`src/rtl/ilv_pwm_pkg.sv`:
```
package ilv_pwm_pkg;
  localparam int NCH = 2;
  typedef enum logic {PH_A = 1'b0, PH_B = 1'b1} phase_t;
endpackage

```
`src/rtl/ilv_pwm_timebase.sv`:
```
module ilv_pwm_timebase
  import ilv_pwm_pkg::*;
#(
  parameter int W = 16
) (
  input  logic         clk,
  input  logic         rst,
  input  logic         en,
  input  logic         tick,
  input  logic [W-1:0] per_a,
  input  logic [W-1:0] per_b,
  input  logic         alt,
  output logic [W-1:0] cnt,
  output phase_t       phase,
  output logic         load
);
  logic [W-1:0] top_val;
  logic         at_top;

  assign top_val = (phase == PH_B && alt) ? per_b : per_a;
  assign at_top  = (cnt == top_val);
  // working copies refresh while idle or on the wrap that closes a B cycle
  assign load    = !en || (tick && at_top && phase == PH_B);

  always_ff @(posedge clk) begin
    if (rst || !en) begin
      cnt   <= '0;
      phase <= PH_A;
    end else if (tick) begin
      if (at_top) begin
        cnt   <= '0;
        phase <= (phase == PH_A) ? PH_B : PH_A;
      end else begin
        cnt <= cnt + 1'b1;
      end
    end
  end

  p_cnt_in_range_r1: assert property (@(posedge clk) disable iff (rst)
    cnt <= top_val);
  p_hold_no_tick_r1: assert property (@(posedge clk) disable iff (rst)
    (en && !tick) |=> ($stable(cnt) && $stable(phase)));
  p_wrap_toggle_r2: assert property (@(posedge clk) disable iff (rst)
    (en && tick && at_top) |=> (cnt == '0 && phase != $past(phase)));
  p_idle_parked_r9: assert property (@(posedge clk) disable iff (rst)
    (!en) |=> (cnt == '0 && phase == PH_A));
endmodule

```
`src/rtl/ilv_pwm_shadow.sv`:
```
module ilv_pwm_shadow
  import ilv_pwm_pkg::*;
#(
  parameter int W = 16
) (
  input  logic                   clk,
  input  logic                   rst,
  input  logic                   load,
  input  logic [W-1:0]           per_a_in,
  input  logic [W-1:0]           per_b_in,
  input  logic                   alt_in,
  input  logic [NCH-1:0][W-1:0]  cmp_in,
  output logic [W-1:0]           per_a,
  output logic [W-1:0]           per_b,
  output logic                   alt,
  output logic [NCH-1:0][W-1:0]  cmp
);
  always_ff @(posedge clk) begin
    if (rst || load) begin
      per_a <= per_a_in;
      per_b <= per_b_in;
      alt   <= alt_in;
      for (int i = 0; i < NCH; i++) cmp[i] <= cmp_in[i];
    end
  end

  p_update_at_boundary_r6: assert property (@(posedge clk) disable iff (rst)
    (!load) |=> ($stable(per_a) && $stable(per_b) && $stable(alt) && $stable(cmp)));
endmodule

```
`src/rtl/ilv_pwm_chan.sv`:
```
module ilv_pwm_chan
  import ilv_pwm_pkg::*;
#(
  parameter int     W   = 16,
  parameter phase_t OWN = PH_A
) (
  input  logic         clk,
  input  logic         rst,
  input  logic         en,
  input  logic         pol,
  input  logic [W-1:0] cnt,
  input  phase_t       phase,
  input  logic [W-1:0] cmp,
  output logic         wave
);
  logic live;

  assign live = en && (phase == OWN) && (cnt < cmp);

  always_ff @(posedge clk) begin
    if (rst) wave <= pol;
    else     wave <= pol ^ live;
  end

  p_own_phase_only_r3: assert property (@(posedge clk) disable iff (rst)
    (wave != $past(pol)) |-> ($past(phase) == OWN && $past(en)));
endmodule

```
`src/rtl/ilv_pwm.sv`:
```
module ilv_pwm
  import ilv_pwm_pkg::*;
#(
  parameter int CNT_W = 16
) (
  input  logic             clk,
  input  logic             rst,
  input  logic             en,
  input  logic             tick,
  input  logic [CNT_W-1:0] per_a,
  input  logic [CNT_W-1:0] per_b,
  input  logic             alt_en,
  input  logic [CNT_W-1:0] cmp0,
  input  logic [CNT_W-1:0] cmp1,
  input  logic [1:0]       pol,
  output logic [1:0]       wave,
  output logic             phase_b
);
  logic [NCH-1:0][CNT_W-1:0] cmp_buf, cmp_act;
  logic [CNT_W-1:0]          per_a_act, per_b_act, cnt;
  logic                      alt_act, load;
  phase_t                    phase;

  assign cmp_buf[0] = cmp0;
  assign cmp_buf[1] = cmp1;
  assign phase_b    = (phase == PH_B);

  ilv_pwm_shadow #(.W(CNT_W)) u_shadow (
    .clk(clk), .rst(rst), .load(load),
    .per_a_in(per_a), .per_b_in(per_b), .alt_in(alt_en), .cmp_in(cmp_buf),
    .per_a(per_a_act), .per_b(per_b_act), .alt(alt_act), .cmp(cmp_act)
  );

  ilv_pwm_timebase #(.W(CNT_W)) u_tb (
    .clk(clk), .rst(rst), .en(en), .tick(tick),
    .per_a(per_a_act), .per_b(per_b_act), .alt(alt_act),
    .cnt(cnt), .phase(phase), .load(load)
  );

  for (genvar i = 0; i < NCH; i++) begin : g_ch
    ilv_pwm_chan #(.W(CNT_W), .OWN(i == 0 ? PH_A : PH_B)) u_ch (
      .clk(clk), .rst(rst), .en(en), .pol(pol[i]),
      .cnt(cnt), .phase(phase), .cmp(cmp_act[i]), .wave(wave[i])
    );
  end

  p_no_overlap_r3: assert property (@(posedge clk) disable iff (rst)
    $onehot0(wave ^ $past(pol)));
  p_off_inactive_r9: assert property (@(posedge clk) disable iff (rst)
    (!en) |=> (wave == $past(pol)));
endmodule

```
`config.mk`:
```
export PLATFORM = sky130hd
export DESIGN_NAME = ilv_pwm
export DESIGN_NICKNAME = d
export VERILOG_FILES = /design/src/rtl/ilv_pwm_pkg.sv /design/src/rtl/ilv_pwm_timebase.sv /design/src/rtl/ilv_pwm_shadow.sv /design/src/rtl/ilv_pwm_chan.sv /design/src/rtl/ilv_pwm.sv
export SDC_FILE = /design/constraint.sdc
export NUM_CORES = 1
export LEC_CHECK = 0
export BUFFER_PORTS_ARGS = -buffer_cell sky130_fd_sc_hd__clkbuf_2
export CAP_MARGIN = 20
export CORE_MARGIN = 2
export CORE_UTILIZATION = 55
export CTS_CLUSTER_SIZE = 16
export DETAILED_ROUTE_END_ITERATION = 16
export GPL_TIMING_DRIVEN = 0
export PLACE_DENSITY_LB_ADDON = 0.05
export SYNTH_ARGS = -nofsm -noshare
export SYNTH_HDL_FRONTEND = slang
export SYNTH_SLANG_ARGS = --single-unit
```
`constraint.sdc`:
```
create_clock -name clk -period 3.9 [get_ports clk]
set_input_delay 0.39 -clock clk [delete_from_list [all_inputs] [get_ports clk]]
set_output_delay 0.39 -clock clk [all_outputs]
set_load 0.03 [all_outputs]
```
# After elaboration in Yosys (flattened, before gate mapping)
# Cells that the tools add are included.
[classes] n_addsub=1 magnitude_cmp=2 eq_ne=1 n_mux=5 bitwise=3 reduce_logical=12
[ops] cell="16-bit less-than comparator" n=2
[ops] cell="16-bit 2-to-1 mux" n=2
[ops] cell="16-bit by 1-bit adder with 16-bit output (second input constant)" n=1
[ops] cell="16-bit equality test" n=1
[ops] cell="1-bit logical AND" n=7
[ops] cell="1-bit logical OR" n=3
[ops] cell="1-bit 2-to-1 mux" n=3
[ops] cell="2-bit AND reduction" n=1
[ops] cell="1-bit bitwise XOR" n=2
[ops] cell="1-bit zero test" n=1
[ops] cell="1-bit NOT" n=1
[word_totals] reg_bits=84

# Logic depth before layout (Yosys ltp)
# Gate-level depths: netlist (run 1).
[logic_depth] ltp_word=7 mapped_depth=8

# Cells and area by module
# A second synthesis (run 1) with hierarchy kept.
[unflattened] cells_unflattened=333 hier_area_um2=4027.6
[modules_own_cells] mod="ilv_pwm_shadow" instances=1 cells_each=66 area_per_inst_um2=1958.1
[modules_own_cells] mod="ilv_pwm_timebase" instances=1 cells_each=156 area_per_inst_um2=1227.4
[modules_own_cells] mod="ilv_pwm_chan at g_ch[0].u_ch" instances=1 cells_each=55 area_per_inst_um2=424.2
[modules_own_cells] mod="ilv_pwm_chan at g_ch[1].u_ch" instances=1 cells_each=56 area_per_inst_um2=417.9

# Least setup slack after synthesis (run 1)
# Ideal clock, no wire load.
[synth_path] path_type="register -> register" from="reg u_tb.phase" to="reg u_shadow.alt, enable pin" setup_ns=0.422 arrival_time_ns=3.295 path_slack_ns=0.183 path_stages_with_launch=8 n_path_buf=1 synth_period_minus_slack_ns=3.717 cell_sequence="dfxtp_1 > nand2_2 > buf_2 > a2111o_1 > nor3_2 > o211ai_2 > nor4_1 > a21o_1"
[synth_via] elab_chain_cells=7
[synth_rtl] element="start, declared" line="ilv_pwm_timebase.sv:14" rtl="output phase_t phase,"
[synth_rtl] element="start signal, assigned" line="ilv_pwm_timebase.sv:32" rtl="phase <= (phase == PH_A) ? PH_B : PH_A;"
[synth_rtl] element="1-bit logical AND" line="ilv_pwm_timebase.sv:20" rtl="assign top_val = (phase == PH_B && alt) ? per_b : per_a;"
[synth_rtl] element="16-bit 2-to-1 mux" line="ilv_pwm_timebase.sv:20"
[synth_rtl] element="16-bit equality test" line="ilv_pwm_timebase.sv:21" rtl="assign at_top = (cnt == top_val);"
[synth_rtl] element="1-bit logical AND" line="ilv_pwm_timebase.sv:23" rtl="assign load = !en || (tick && at_top && phase == PH_B);"
[synth_rtl] element="1-bit logical AND (*)" line="ilv_pwm_timebase.sv:23"
[synth_rtl] element="1-bit logical OR (*)" line="ilv_pwm_timebase.sv:23"
[synth_rtl] element="1-bit logical OR (*)" line="ilv_pwm_shadow.sv:19" rtl="if (rst || load) begin"
[synth_rtl] element="end signal, assigned" line="ilv_pwm_shadow.sv:22" rtl="alt <= alt_in;"
[synth_rtl] element="end, declared" line="ilv_pwm_shadow.sv:15" rtl="output logic alt,"
# Mark *: on every way between the ends. The rest lies on a longest branch, timed or not.
# A chain may end at the register's enable or synchronous reset.

# Final worst setup path (run 1)
[layout_path] from="reg u_tb.cnt[8]" to="reg u_shadow.per_a[15], enable pin"
[layout_via] elab_chain_cells=5
[layout_rtl] element="start, declared" line="ilv_pwm_timebase.sv:13" rtl="output logic [W-1:0] cnt,"
[layout_rtl] element="start signal, assigned" line="ilv_pwm_timebase.sv:34" rtl="cnt <= cnt + 1'b1;"
[layout_rtl] element="16-bit equality test" line="ilv_pwm_timebase.sv:21"
[layout_rtl] element="1-bit logical AND (2 in series)" line="ilv_pwm_timebase.sv:23"
[layout_rtl] element="1-bit logical OR" line="ilv_pwm_timebase.sv:23"
[layout_rtl] element="1-bit logical OR" line="ilv_pwm_shadow.sv:19"
[layout_rtl] element="end signal, assigned" line="ilv_pwm_shadow.sv:20" rtl="per_a <= per_a_in;"
[layout_rtl] element="end, declared" line="ilv_pwm_shadow.sv:13" rtl="output logic [W-1:0] per_a,"
# Every way passes these cells.

==> key figures, run 1 <==
Clock tree
  – CTS root buf: clkbuf_8
  – H-tree levels: 3
  – TritonCTS clock tree: done
  – Post-CTS sizing: 0
  – CTS Sinks: 84
  – Clk_lat worst skew: 0.35 ns
  – CTS Buffer Depth: 2
  – Cts hold-fix bufs: 0
  – Clock Pin Slew Worst Setup and Hold Paths: 0.10 ns
  – # Post-CTS Setup Buffers: 0
  – TritonCTS buffer count: 9

Synth
  – Synthesized area per cell: 12.0 sq um
  – Synthesized netlist net count: 447
  – Adder-Cell Fraction of Synth Area: 0.0937
  – Mux contribution to synthesized area: 0.00726
  – Ys Warns: 0
  – Netlist cell types: 52
  – Main combinational cell family by area after synthesis: compound AO/OA/AOI/OAI gates
  – Complex-gate fraction of the synthesized area: 0.132
  – Cells after synthesis: 345
  – Share of the synthesized area in the top cell type: 0.472
  – Simple-gate area share of the yosys netlist: 0.107
  – Synth Flop Type: edfxtp_1
  – Yosys reg bits: 84
  – EDFF count, synth: 65
  – Top post-synthesis cells by area: edfxtp_1 (47%), ha_1 (9.4%), dfxtp_1 (9.2%)
  – Register area share after synthesis: 0.564
  – Post-Syn Area: 4140 sq um
  – Synth Area in XOR/XNOR: 0.0402
  – Cell accounting for the most synthesized area: edfxtp_1
  – Post-synth ARST share: 0

Placed design
  – DP HPWL: 6.17 mm
  – Placed cell area: 4650 sq um
  – Placer congestion estimate: 0.845
  – Port bufs: 73

Detailed routing
  – Drt pass-1 iters: 4
  – Wirelength per Cell: 15.1 um
  – Via-to-Cell Ratio: 5.39
  – Initial DRC count: 140
  – Final WL: 8.07 mm
  – Final antenna-violating net count: 0
  – Post-route DRC: 0
  – DR vias: 2880

STA
  – Min Clock Period, post-route: 3.38 ns
  – Hold Vio Cnt, Final: 0
  – Rel. slew slack: 0.477
  – Slew @ Worst Pin: 0.784 ns
  – Max Freq: 296 MHz
  – Setup Viol. Count Final: 0
  – RSZ-0062 raised after global routing: false
  – Clk_skew: 0.0126 ns
  – Period utilisation layout: 0.867
  – Setup TNS: 0 ns
  – Count of pins over their slew limit: 0

Die
  – Io pins: 74
  – Die area: 8230 sq um
  – Core ar.: 7250 sq um
  – Die height: 90.7 um
  – Rows: 31
  – Starting Density: 0.570
  – Die span in x: 90.7 um

Run status
  – Status: finished clean

Worst hold path
  – Hold path startpoint: per_a[7]
  – Hold Path Class: primary input to flip-flop

Setup path
  – Biggest cell delay along the critical path: 0.73 ns
  – R2R Setup Slk: 0.52 ns
  – Setup crit end kind: flip-flop
  – Crit Path Class: flip-flop to flip-flop
  – CP delay by family, top: compound AO/OA/AOI/OAI gates
  – Cell count along the critical path: 7
  – Critical path buffers and inverters: 2
  – Crit Path Max Fanout: 34
  – CP Data Arrival Time: 3.43 ns
  – R2R cell count: 7
  – CP required: 3.95 ns
  – Critical path startpoint category: flip-flop
  – Setup crit start: u_tb.cnt[8]
  – Crit path capture: u_shadow.per_a[15]
  – FF-to-FF End: u_shadow.per_a[15]
  – Worst r2r src: u_tb.cnt[8]
  – Critical-path cell list: inv_1, a2111oi_0, a21oi_1, a211o_1, nor4_1, a21o_2, buf_12
  – CP max-delay cell: a21o_2

GRT
  – Vias in the first global route: 2822
  – M3 GR Usage: 0.0442
  – M2 GR Usage: 0.353
  – GR Layer Usage met1: 0.256
  – GR peak layer: met2
  – First-pass GRT wire length: 13.2 mm
  – Largest net degree at the start of global routing: 35
  – GR Overflow Total: 0
  – Tot GR Track Use: 0.207
  – Initial antenna violation count: 0

Power
  – Max VDD drop: 290 uV
  – P_leak: 2.14 nW
  – Cell Pwr Density: 369 nW/um^2

Final layout
  – Layout area overhead: 16.7%
  – Final instance area: 4830 sq um
  – Antenna diodes: 0
  – Final nets: 532
  – Commonest non-fill, non-tap cell in the layout: clkbuf_2
  – Most frequent cells in the layout: clkbuf_2 (73), edfxtp_1 (65), inv_1 (49)
  – Share of layout cells above drive strength 1: 0.237

Job
  – Max_cap viols: 0
==> layer usage <==
layer  routed length [um]  vias up
li1                     -     1447
met1                 3430     1340
met2                 4080       77
met3                  387       16
met4                  166        0
met5                    0        -
==> final cells by class <==
cell class,count,area [sq um]
clock inverter,7,57.6
timing repair buffer,74,385
multi-input combinational,204,1570
clock buffer,9,124
inverter,50,188
tap,99,124
fill,604,2420
buffer,7,46.3
sequential,84,2330
==> through the flow <==
stage	util	power [W]	setup slack [ns]	hold WS (ns)	instances
after CTS	0.666	0.00180	0.485	0.189	534
after global placement	0.638	0.00122	-0.435	0.567	517
after global routing	0.666	0.00186	0.263	0.184	534
after detailed placement	0.641	0.00123	0.478	0.569	518
final	0.666	0.00178	0.519	0.204	534
after floorplan	-	0.00116	0.183	0.489	345
==> where the power goes <==
part	total (W)	internal, W	switching [W]
Clock	0.000573	0.000242	0.000331
Sequential	0.00106	0.00104	0.0000274
Combinational	0.000147	0.0000698	0.0000767
==> cell usage after synthesis, types with 8 or more instances <==
cell type,number
a21oi_1,8
ha_1,31
dfxtp_1,19
nand2b_1,12
nand3_1,13
nand2_1,8
a21o_1,14
edfxtp_1,65
nor2_1,18
inv_1,49
xnor2_1,12
==> logic make-up (layout without fill, tap and decap cells) <==
kind of cell	count (synthesis)	in the layout
flops	84	84
buf+inv	57	147
compound gates	68	68
xor+xnor	19	19
mux	3	3
fa+ha+maj	31	31
simple gates	83	83
==> sequential cells by signal, indices dropped and copies added, names as in the netlist <==
| signal | cells |
|---|---|
| u_shadow.cmp | 32 |
| u_tb.cnt | 16 |
| u_shadow.per_a | 16 |
| u_tb.phase | 1 |
| g_ch.u_ch.wave | 2 |
| u_shadow.per_b | 16 |
| u_shadow.alt | 1 |
==> worst min path at each step <==
| stage | end | slack [ns] | cells past startpoint |
|---|---|---|---|
| 2_1_floorplan | u_shadow.alt | 0.49 | 0 |
| 3_3_place_gp | u_shadow.per_b[10] | 0.57 | 1 |
| 3_5_place_dp | u_shadow.per_b[14] | 0.57 | 1 |
| 4_1_cts | u_shadow.per_b[5] | 0.19 | 1 |
| 5_1_grt | u_shadow.per_b[8] | 0.18 | 1 |
| 6_report | u_shadow.per_a[7] | 0.20 | 1 |
Note: power is estimated with default switching activity, not from simulation.
==> inputs of run 2 (changes only) <==
--- a/config.mk
+++ b/config.mk
@@ -5,13 +5,12 @@
 export SDC_FILE = /design/constraint.sdc
 export NUM_CORES = 1
 export LEC_CHECK = 0
-export BUFFER_PORTS_ARGS = -buffer_cell sky130_fd_sc_hd__clkbuf_2
+export BUFFER_PORTS_ARGS = -buffer_cell sky130_fd_sc_hd__buf_2
 export CAP_MARGIN = 20
 export CORE_MARGIN = 2
 export CORE_UTILIZATION = 55
 export CTS_CLUSTER_SIZE = 16
 export DETAILED_ROUTE_END_ITERATION = 16
-export GPL_TIMING_DRIVEN = 0
 export PLACE_DENSITY_LB_ADDON = 0.05
 export SYNTH_ARGS = -nofsm -noshare
 export SYNTH_HDL_FRONTEND = slang
==> key figures, run 2 (same netlist as run 1, synthesis figures left out) <==
Run status
  – Status: finished clean

GRT
  – First-pass GRT wire length: 13.7 mm
  – Tot GR Track Use: 0.216
  – Largest net degree at the start of global routing: 37
  – GR Overflow Total: 0
  – Initial antenna violation count: 0
  – Vias in the first global route: 2817

Power
  – P_leak: 2.11 nW
  – Cell Pwr Density: 384 nW/um^2
  – Max VDD drop: 317 uV

Detailed routing
  – Wirelength per Cell: 16.1 um
  – Initial DRC count: 140
  – Final WL: 8.48 mm
  – DR vias: 2814
  – Post-route DRC: 0
  – Via-to-Cell Ratio: 5.33
  – Final antenna-violating net count: 0
  – Drt pass-1 iters: 4

STA
  – Count of pins over their slew limit: 0
  – Period utilisation layout: 0.817
  – Min Clock Period, post-route: 3.19 ns
  – Hold Vio Cnt, Final: 0
  – RSZ-0062 raised after global routing: false
  – Rel. slew slack: 0.499
  – Setup TNS: 0 ns
  – Slew @ Worst Pin: 0.748 ns
  – Clk_skew: 0.0139 ns
  – Setup Viol. Count Final: 0
  – Max Freq: 314 MHz

Setup path
  – Crit Path Max Fanout: 36
  – Crit Path Class: flip-flop to flip-flop
  – FF-to-FF End: u_shadow.cmp[16]
  – Biggest cell delay along the critical path: 0.57 ns
  – Critical-path cell list: nand2_2, a2111oi_0, a21oi_1, a211o_1, nor4_1, a21o_2, buf_4
  – CP required: 3.90 ns
  – Setup crit end kind: flip-flop
  – R2R cell count: 7
  – CP max-delay cell: nor4_1
  – R2R Setup Slk: 0.71 ns
  – CP delay by family, top: compound AO/OA/AOI/OAI gates
  – Critical path startpoint category: flip-flop
  – CP Data Arrival Time: 3.19 ns
  – Critical path buffers and inverters: 1
  – Worst r2r src: u_tb.phase

Die
  – Core ar.: 7250 sq um
  – Starting Density: 0.570
  – Io pins: 74
  – Die area: 8230 sq um
  – Rows: 31
  – Die span in x: 90.7 um
  – Die height: 90.7 um

Final layout
  – Layout area overhead: 16.0%
  – Max FFs per register: 32
  – Final nets: 526
  – Share of layout cells above drive strength 1: 0.231
  – Final-layout fill cell count: 582
  – Antenna diodes: 0
  – Storage cell area: 2330 sq um
  – Most frequent cells in the layout: buf_2 (73), edfxtp_1 (65), inv_1 (49)
  – Most flops, register: u_shadow.cmp
  – Multi-input gate area: 1570 sq um
  – Fin util: 0.662
  – Layout Cells excl Fill: 528
  – Commonest non-fill, non-tap cell in the layout: buf_2

Clock tree
  – Clk_lat worst skew: 0.35 ns
  – TritonCTS buffer count: 9
  – Cts hold-fix bufs: 0
  – TritonCTS clock tree: done
  – # Post-CTS Setup Buffers: 0
  – CTS Sinks: 84
  – CTS Buffer Depth: 2
  – H-tree levels: 3
  – CTS root buf: clkbuf_8
  – Post-CTS sizing: 0
  – Clock Pin Slew Worst Setup and Hold Paths: 0.09 ns

Placed design
  – Port bufs: 73
  – DP HPWL: 6.44 mm
  – Cell Count Post-Placement: 512
  – Placer congestion estimate: 0.863

Job
  – Max_cap viols: 0

Worst hold path
  – Hold Path Class: primary input to flip-flop
  – Min-Delay Endpoint: u_shadow.per_a[8]
  – Hold path startpoint: per_a[8]
  – Hold depth: 1
[run 2: how the worst max path moves through the flow]
stage | startpoint | end | slack [ns] | cells past startpoint
global route | u_tb.phase | u_shadow.cmp[19] | 0.50 | 7
CTS | u_tb.phase | u_shadow.cmp[3] | 0.74 | 7
floorplan | u_tb.phase | u_shadow.alt | 0.18 | 7
finish | u_tb.phase | u_shadow.cmp[16] | 0.71 | 7
global placement | u_tb.phase | u_shadow.per_a[7] | 0.85 | 7
detailed placement | u_tb.phase | u_shadow.per_b[2] | 0.77 | 7
[run 2: metal layers]
metal	track usage	vias up	share of wire
li1	-	1436	-
met1	0.272	1291	0.43
met2	0.361	81	0.50
met3	0.0626	6	0.057
met4	0.0641	0	0.0092
met5	0	-	0
[run 2: worst reg2reg max path, delay by kind of cell (launching register included)]
kind                   cells  cell delay, ns
AND/OR/NAND/NOR            2            0.81
flip-flops                 1            0.48
buffers and inverters      1            0.39
AO/OA/AOI/OAI              4            1.15
[run 2: stage by stage]
stage | instance area, sq um | power [W] | hold WS [ns] | setup slack, ns
3_5_place_dp | 4600 | 0.00123 | 0.568 | 0.766
3_3_place_gp | 4600 | 0.00123 | 0.564 | 0.848
2_1_floorplan | 4140 | 0.00116 | 0.489 | 0.183
6_report | 4800 | 0.00184 | 0.205 | 0.713
5_1_grt | 4800 | 0.00193 | 0.181 | 0.495
4_1_cts | 4800 | 0.00186 | 0.192 | 0.736
[run 2: cell type report]
cell class,instances,share of cell area
Clock buffer,9,0.0258
Clock inverter,7,0.0164
Inverter,50,0.0391
Multi-Input combinational cell,204,0.328
Sequential cell,84,0.486
Tap cell,99,0.0258
Timing Repair Buffer,75,0.0792
[run 2: where the power goes]
group | internal [W] | switching [W] | leakage [nW]
Clock | 0.000306 | 0.000327 | 0.105
Combinational | 0.0000662 | 0.0000783 | 1.19
Sequential | 0.00104 | 0.0000292 | 0.816
Total | 0.00141 | 0.000434 | 2.11
==> inputs of run 3 (changes only) <==
--- a/config.mk
+++ b/config.mk
@@ -5,10 +5,11 @@
 export SDC_FILE = /design/constraint.sdc
 export NUM_CORES = 1
 export LEC_CHECK = 0
+export ABC_AREA = 1
 export BUFFER_PORTS_ARGS = -buffer_cell sky130_fd_sc_hd__buf_2
 export CAP_MARGIN = 20
 export CORE_MARGIN = 2
-export CORE_UTILIZATION = 55
+export CORE_UTILIZATION = 51
 export CTS_CLUSTER_SIZE = 16
 export DETAILED_ROUTE_END_ITERATION = 16
 export PLACE_DENSITY_LB_ADDON = 0.05
==> constraint.sdc (replaced) <==
create_clock -name clk -period 2.8 [get_ports clk]
set_input_delay 0.28 -clock clk [delete_from_list [all_inputs] [get_ports clk]]
set_output_delay 0.28 -clock clk [all_outputs]
set_load 0.03 [all_outputs]
==> key figures, run 3 <==
Setup path
  – Critical path startpoint category: flip-flop
  – CP Data Arrival Time: 2.40 ns
  – Crit Path Class: flip-flop to flip-flop
  – Critical-path cell list: nand2_8, inv_1, nand2_1, nand2_1, nand2_1, a21oi_1, nand2_1, nor2_2, nand4_1, nand2_2, buf_12
  – Crit Path Max Fanout: 35
  – Setup crit end kind: flip-flop
  – Worst r2r src: u_shadow.alt
  – FF-to-FF End: u_shadow.cmp[14]
  – CP max-delay cell: edfxtp_1
  – CP required: 2.85 ns
  – CP delay by family, top: simple AND/OR/NAND/NOR gates
  – Biggest cell delay along the critical path: 0.75 ns
  – Critical path buffers and inverters: 2
  – Top cell by count, worst path: nand2_1
  – R2R cell count: 11
  – R2R Setup Slk: 0.45 ns

Clock tree
  – CTS root buf: clkbuf_8
  – Clk_lat worst skew: 0.35 ns
  – CTS Sinks: 84
  – Cts hold-fix bufs: 0
  – # Post-CTS Setup Buffers: 0
  – Post-CTS sizing: 0
  – TritonCTS clock tree: done
  – CTS Buffer Depth: 2
  – Clock Pin Slew Worst Setup and Hold Paths: 0.09 ns
  – TritonCTS buffer count: 9
  – H-tree levels: 3

STA
  – Count of pins over their slew limit: 0
  – Period utilisation layout: 0.840
  – Rel. slew slack: 0.587
  – RSZ-0062 raised after global routing: false
  – Setup Viol. Count Final: 0
  – Hold Vio Cnt, Final: 0
  – Max Freq: 425 MHz
  – Slew @ Worst Pin: 0.620 ns
  – Min Clock Period, post-route: 2.35 ns
  – Setup TNS: 0 ns
  – Clk_skew: 0.00896 ns

Synth
  – Share of the synthesized area in the top cell type: 0.453
  – Mux contribution to synthesized area: 0
  – Register area share after synthesis: 0.541
  – Cell accounting for the most synthesized area: edfxtp_1
  – Adder-Cell Fraction of Synth Area: 0.0900
  – Complex-gate fraction of the synthesized area: 0.0308
  – Synthesized netlist net count: 573
  – Top post-synthesis cells by area: edfxtp_1 (45%), nand2_1 (12%), ha_1 (9.0%)
  – Netlist cell types: 26
  – Yosys reg bits: 84
  – Main combinational cell family by area after synthesis: simple AND/OR/NAND/NOR gates
  – Post-synth ARST share: 0
  – Synthesized area per cell: 9.15 sq um
  – Most numerous cell in the Yosys netlist: nand2_1
  – Simple-gate area share of the yosys netlist: 0.233
  – Cells after synthesis: 471
  – Post-Syn Area: 4310 sq um
  – Ys Warns: 0
  – Commonest cells in the netlist: nand2_1 (133), inv_1 (88), edfxtp_1 (65)
  – Synth Area in XOR/XNOR: 0.00813
  – EDFF count, synth: 65
  – Synth Flop Type: edfxtp_1

Final layout
  – Final nets: 652
  – Share of layout cells above drive strength 1: 0.189
  – Antenna diodes: 0
  – Commonest non-fill, non-tap cell in the layout: nand2_1
  – Most frequent cells in the layout: nand2_1 (132), inv_1 (88), buf_2 (73)
  – Max FFs per register: 32
  – Layout area overhead: 15.5%
  – Layout Cells excl Fill: 660
  – Most flops, register: u_shadow.cmp

Placed design
  – Cell Count Post-Placement: 644
  – DP HPWL: 5.98 mm
  – Placer congestion estimate: 0.858
  – Port bufs: 73

Detailed routing
  – DR vias: 3200
  – Final WL: 7.87 mm
  – Post-route DRC: 0
  – Drt pass-1 iters: 5
  – Via-to-Cell Ratio: 4.85
  – Wirelength per Cell: 11.9 um
  – Initial DRC count: 115
  – Final antenna-violating net count: 0

Die
  – Die span in x: 95.9 um
  – Rows: 33
  – Die area: 9200 sq um
  – Core ar.: 8220 sq um
  – Starting Density: 0.524
  – Io pins: 74
  – Die height: 95.9 um

Power
  – P_leak: 2.50 nW
  – Max VDD drop: 294 uV
  – Cell Pwr Density: 508 nW/um^2
  – Total power: 0.00253 W

Run status
  – Status: finished clean

GRT
  – First-pass GRT wire length: 13.4 mm
  – GR Overflow Total: 0
  – Largest net degree at the start of global routing: 36
  – Initial antenna violation count: 0
  – Tot GR Track Use: 0.192
  – Vias in the first global route: 3069

Worst hold path
  – Hold path startpoint: alt_en
  – Min-Delay Endpoint: u_shadow.alt
  – Hold Path Class: primary input to flip-flop
  – Hold depth: 1

Job
  – Max_cap viols: 0
run 3: cells by family after synthesis:
kind of cell / count (synthesis)
compound gates: 24
xor+xnor: 4
fa+ha+maj: 31
buf+inv: 98
flops: 84
simple gates: 230
run 3: report_power, final:
group / internal, W / switching (W) / total, W / leakage [nW]
combinational: 0.0000955 / 0.000124 / 0.000219 / 1.60
clock: 0.000410 / 0.000425 / 0.000835 / 0.0845
sequential: 0.00144 / 0.0000346 / 0.00147 / 0.816
run 3: metrics by stage:
stage / area, sq um / setup slack, ns / utilization / hold WS, ns
floorplan: 4310 / 0.116 / - / 0.379
global placement: 4780 / 0.529 / 0.582 / 0.456
detailed placement: 4780 / 0.437 / 0.582 / 0.458
CTS: 4970 / 0.412 / 0.605 / 0.0796
global route: 4970 / 0.144 / 0.605 / 0.0690
finish: 4970 / 0.447 / 0.605 / 0.0977
run 3: final cells by class:
| type | count | area [sq um] |
|---|---|---|
| clock buffers | 10 | 128 |
| fillers | 739 | 3240 |
| repair buffers | 78 | 428 |
| clock inverters | 6 | 65.1 |
| flip-flops and latches | 84 | 2330 |
| well taps | 105 | 131 |
| multi-input cells | 289 | 1560 |
| inverters | 88 | 330 |
run 3: how the worst max path moves through the flow:
stage                             from            endpoint  slack [ns]  cells after the start
final                     u_shadow.alt    u_shadow.cmp[14]        0.45                     11
after global routing      u_shadow.alt    u_shadow.cmp[30]        0.14                     11
after CTS                 u_shadow.alt   u_shadow.per_b[4]        0.41                     11
after detailed placement  u_shadow.alt  u_shadow.per_b[15]        0.44                     11
after global placement    u_shadow.alt  u_shadow.per_a[15]        0.53                     11
after floorplan             u_tb.phase        u_shadow.alt        0.12                     12
run 3: per-layer routing:
layer,up-vias,GRT usage,wire (um)
met3,9,0.0540,455
met1,1430,0.252,3770
met5,-,0,0
met4,0,0.0798,97
li1,1684,-,-
met2,77,0.298,3540
